==> config.mk <==
export PLATFORM = sky130hd
export DESIGN_NAME = carrier_loss_mon
export DESIGN_NICKNAME = d
export VERILOG_FILES = /design/src/rtl/clm_pkg.sv /design/src/rtl/clm_edge.sv /design/src/rtl/clm_track.sv /design/src/rtl/clm_judge.sv /design/src/rtl/clm_stat.sv /design/src/rtl/carrier_loss_mon.sv
export SDC_FILE = /design/constraint.sdc
export NUM_CORES = 1
export LEC_CHECK = 0
export CORE_AREA = 3 3 40 42
export CTS_CLUSTER_DIAMETER = 80
export DETAILED_ROUTE_END_ITERATION = 7
export DIE_AREA = 0 0 43 45
export DONT_BUFFER_PORTS = 1
export HOLD_SLACK_MARGIN = 0.12
export SLEW_MARGIN = 20
export SYNTH_ARGS = -nofsm -noshare
export SYNTH_HDL_FRONTEND = slang
export SYNTH_SLANG_ARGS = --single-unit
==> constraint.sdc <==
create_clock -name clk -period 1.4 [get_ports clk]
set_input_delay 0.14 -clock clk [delete_from_list [all_inputs] [get_ports clk]]
set_output_delay 0.14 -clock clk [all_outputs]
set_load 0.02 [all_outputs]
==> src/rtl/clm_pkg.sv <==
package clm_pkg;
  typedef enum logic [1:0] {
    PSEL_ATTACH  = 2'b00,
    PSEL_TWISTED = 2'b01,
    PSEL_SERIAL  = 2'b10,
    PSEL_DIRECT  = 2'b11
  } psel_e;

  typedef struct packed {
    psel_e port;
    logic  lb_int;
    logic  lb_ext;
  } mode_t;
endpackage

==> src/rtl/clm_edge.sv <==
module clm_edge (
  input  logic clk,
  input  logic rst_n,
  input  logic tx_active,
  output logic frame_start,
  output logic frame_stop
);
  logic tx_q;

  always_ff @(posedge clk) begin
    if (!rst_n) tx_q <= 1'b0;
    else        tx_q <= tx_active;
  end

  assign frame_start = tx_active & ~tx_q;
  assign frame_stop  = ~tx_active & tx_q;
endmodule

==> src/rtl/clm_track.sv <==
module clm_track
  import clm_pkg::*;
(
  input  logic  clk,
  input  logic  rst_n,
  input  logic  frame_start,
  input  logic  tx_active,
  input  logic  crs_in,
  input  logic  link_fail,
  input  mode_t mode_in,
  output logic  seen,
  output logic  dropped,
  output logic  lf_hit,
  output mode_t mode_q
);
  always_ff @(posedge clk) begin
    if (!rst_n) begin
      seen    <= 1'b0;
      dropped <= 1'b0;
      lf_hit  <= 1'b0;
      mode_q  <= '0;
    end else if (frame_start) begin
      seen    <= crs_in;
      dropped <= 1'b0;
      lf_hit  <= link_fail;
      mode_q  <= mode_in;
    end else if (tx_active) begin
      seen    <= seen | crs_in;
      dropped <= dropped | (seen & ~crs_in);
      lf_hit  <= lf_hit | link_fail;
    end
  end
endmodule

==> src/rtl/clm_judge.sv <==
module clm_judge
  import clm_pkg::*;
(
  input  mode_t mode,
  input  logic  seen,
  input  logic  dropped,
  input  logic  lf_hit,
  output logic  loss
);
  logic rule_hit;
  logic rule_on;

  always_comb begin
    unique case (mode.port)
      PSEL_ATTACH,
      PSEL_SERIAL:  rule_hit = ~seen | dropped;
      PSEL_TWISTED: rule_hit = lf_hit;
      default:      rule_hit = 1'b0;
    endcase
  end

  // external loopback keeps the port rule; internal loopback overrides
  assign rule_on = (mode.lb_ext & ~mode.lb_int) | ~mode.lb_int;
  assign loss    = rule_on & rule_hit;
endmodule

==> src/rtl/clm_stat.sv <==
module clm_stat #(
  parameter int STAT_W   = 8,
  parameter int LOSS_BIT = 7
) (
  input  logic              clk,
  input  logic              rst_n,
  input  logic              frame_start,
  input  logic              frame_stop,
  input  logic              loss,
  output logic [STAT_W-1:0] tx_status,
  output logic              stat_valid
);
  logic loss_q;

  always_ff @(posedge clk) begin
    if (!rst_n) begin
      loss_q     <= 1'b0;
      stat_valid <= 1'b0;
    end else if (frame_start) begin
      loss_q     <= 1'b0;
      stat_valid <= 1'b0;
    end else if (frame_stop) begin
      loss_q     <= loss;
      stat_valid <= 1'b1;
    end else begin
      stat_valid <= 1'b0;
    end
  end

  for (genvar b = 0; b < STAT_W; b++) begin : g_bit
    if (b == LOSS_BIT) begin : g_loss
      assign tx_status[b] = loss_q;
    end else begin : g_zero
      assign tx_status[b] = 1'b0;
    end
  end
endmodule

==> src/rtl/carrier_loss_mon.sv <==
module carrier_loss_mon
  import clm_pkg::*;
#(
  parameter int STAT_W   = 8,
  parameter int LOSS_BIT = 7
) (
  input  logic              clk,
  input  logic              rst_n,
  input  logic              tx_active,
  input  logic              crs_in,
  input  logic [1:0]        port_sel,
  input  logic              link_fail,
  input  logic              lb_internal,
  input  logic              lb_external,
  output logic [STAT_W-1:0] tx_status,
  output logic              stat_valid
);
  logic  frame_start, frame_stop;
  logic  seen, dropped, lf_hit, loss;
  mode_t mode_in, mode_q;

  assign mode_in.port   = psel_e'(port_sel);
  assign mode_in.lb_int = lb_internal;
  assign mode_in.lb_ext = lb_external;

  clm_edge u_edge (
    .clk(clk), .rst_n(rst_n), .tx_active(tx_active),
    .frame_start(frame_start), .frame_stop(frame_stop)
  );

  clm_track u_track (
    .clk(clk), .rst_n(rst_n), .frame_start(frame_start),
    .tx_active(tx_active), .crs_in(crs_in), .link_fail(link_fail),
    .mode_in(mode_in), .seen(seen), .dropped(dropped),
    .lf_hit(lf_hit), .mode_q(mode_q)
  );

  clm_judge u_judge (
    .mode(mode_q), .seen(seen), .dropped(dropped),
    .lf_hit(lf_hit), .loss(loss)
  );

  clm_stat #(.STAT_W(STAT_W), .LOSS_BIT(LOSS_BIT)) u_stat (
    .clk(clk), .rst_n(rst_n), .frame_start(frame_start),
    .frame_stop(frame_stop), .loss(loss),
    .tx_status(tx_status), .stat_valid(stat_valid)
  );
endmodule

==> out/metrics.yaml <==
crit_buf_inv: 1
crit_family: "buffers and inverters"
vias: 271
yosysSeqAreaShare_pct: 44.3
critical_path_arrival_ns: 1.39
synth_compound_area_share_pct: 10.2
hold_class: "primary input to register"
startpoint_type: "primary input"
root_buffer: "clkbuf_4"
synth_cell_types: 16
fin_setup_tns_ns: 0
fin_cells: 66
avgViaCountPerCell: 4.11
die_y_um: 45
tritoncts: "yes"
syn_avg_cell_area_sq_um: 9.46
ys_top_cells_by_area: "dfxtp_1 (44%), buf_4 (17%), mux2i_1 (7.4%)"
core_sq_um: 1280
skew_ns: 0.00323
dp_cells: 55
synth_top_family_by_area: "simple AND/OR/NAND/NOR gates"
synthSimpleGateAreaFrac_pct: 18.8
die_w_um: 43
synth-adder-area-share_pct: 0
drc: 0
ys_ff_latch: 9
cts_inserted_buffers: 3
clockBufferDepth: 2
hpwl_um: 478
route.final.wire_length_um: 694
gp_congestion: 0.634
cpPeakStageDelay_ns: 0.61
grtUsageTotal_pct: 7.78
slowest_stage: "dlygate4sd3_1"
synth_top_area_share_pct: 44.3
layout_common_cells: "dfxtp_1 (9), nor2_1 (7), conb_1 (7), dlygate4sd3_1 (7)"
clk_pin_slew_ns: 0.06
final_common_cell: "dfxtp_1"
diodes: 0
path_class: "primary input to register"
worstSkewPairLatency_ns: 0.26
grt_pass1_vias: 239
ir_worst_vdd_v: 0.000509
grt_max_degree: 8
final_nets: 61
p_leak_nw: 0.213
start_util_pct: 31.6
netlist_area_sq_um: 407
drt_iter0_drc: 2
finalPower_w: 0.000546
outcome: "completed"
ant_nets: 0
rsz0062_at_grt: "false"
setup_viol: 0
netlist_instances: 43
crit_chain: "dlygate4sd3_1 > nand2b_4 > a2111o_1 > a21oi_2"
cts_sinks: 9
area_growth_pct: 17.2
required_ns: 1.60
boundaryPins: 18
min_period_ns: 1.19
h-tree-depth: 1
drv_slew: 0
pwr_density_cell_nw_per_um2: 1140
overflow: 0
dr.pass1.iters: 2
routedWlPerCell_um: 10.5
portBuffers: 0
die_area_sq_um: 1940
max_freq_ghz: 0.841
grt_pass1_wl_mm: 1.02
cts_setup_buffers: 0
critPathCaptureType: "register"
synth_mux_area_share_pct: 7.38
yosysWarnings: 0
cp_max_fo: 5
synth.largest_area_cell: "dfxtp_1"
antenna_found_initial: 0
synthXorXnorAreaFrac_pct: 0
min_period_over_period_pct: 84.9
cap_violations: 0
finalHoldViolCount: 0
fp-row-count: 13
drive_above_1_share_pct: 11.8
[final cells by class]
| cell class | count | area [sq um] |
|---|---|---|
| tap | 15 | 18.8 |
| inverter | 2 | 7.51 |
| fill | 142 | 808 |
| multi-input combinational | 29 | 174 |
| sequential | 9 | 180 |
| timing repair buffer | 7 | 70.1 |
| clock buffer | 4 | 26.3 |
[metrics by stage]
stage	instance area (sq um)	setup WS [ns]	hold WS, ns	utilization, %
final	477	0.211	0.134	37.1
after global routing	477	0.188	0.135	37.1
after floorplan	429	0.419	0.254	-
after detailed placement	380	0.331	0.262	29.6
after CTS	477	0.214	0.136	37.1
after global placement	380	0.332	0.258	29.6
[synthesized netlist by cell type, drive strengths merged]
cell	number
a21oi	1
buf	9
dfxtp	9
nor2	7
nand2	1
a22oi	2
a2111o	1
nor3b	1
a31oi	1
nand2b	3
conb	1
inv	2
nand3	1
and2	1
mux2i	3
[power by group]
| part | leakage [nW] | internal [W] | switching (W) |
|---|---|---|---|
| combinational | 0.124 | 0.0000305 | 0.0000382 |
| clock | 0.0150 | 0.000110 | 0.0000888 |
| sequential | 0.0739 | 0.000269 | 0.00000998 |
| total | 0.213 | 0.000409 | 0.000137 |
[worst paths after layout]
check             slack (ns)                 to  cells past startpoint         startpoint
setup / recovery        0.21      u_stat.loss_q                      4          tx_active
hold reg to reg         0.48  u_track.mode_q[3]                      2  u_track.mode_q[3]
hold / removal          0.13  u_track.mode_q[3]                      2              rst_n
setup reg to reg        0.31  u_track.mode_q[1]                      3        u_edge.tx_q
[layer usage]
| layer | track usage (%) | share of wire [%] | vias to the layer above |
|---|---|---|---|
| li1 | - | - | 143 |
| met1 | 10.0 | 46 | 113 |
| met2 | 9.28 | 41 | 15 |
| met3 | 5.98 | 13 | 0 |
| met4 | 3.61 | 0 | 0 |
| met5 | 0 | 0 | - |
[cell families (layout without fill, tap and decap cells)]
group,after synthesis,count (layout)
compound gates,5,5
buf+inv,11,13
simple gates,14,14
other cells,1,7
flops,9,9
mux,3,3
[flip-flops by register name, indices dropped and copies added, names as in the netlist]
name and flops:
u_track.mode_q 3, u_edge.tx_q 1, u_stat.loss_q 1, u_stat.stat_valid 1, u_track.dropped 1, u_track.lf_hit 1, u_track.seen 1
[what timing repair did]
action	in CTS	in global routing
endpoints found under the setup margin	0	0
gates resized for setup	0	0
hold buffers	7	0
hold endpoints to repair	8	0
Note: power is estimated with default switching activity, not from simulation.
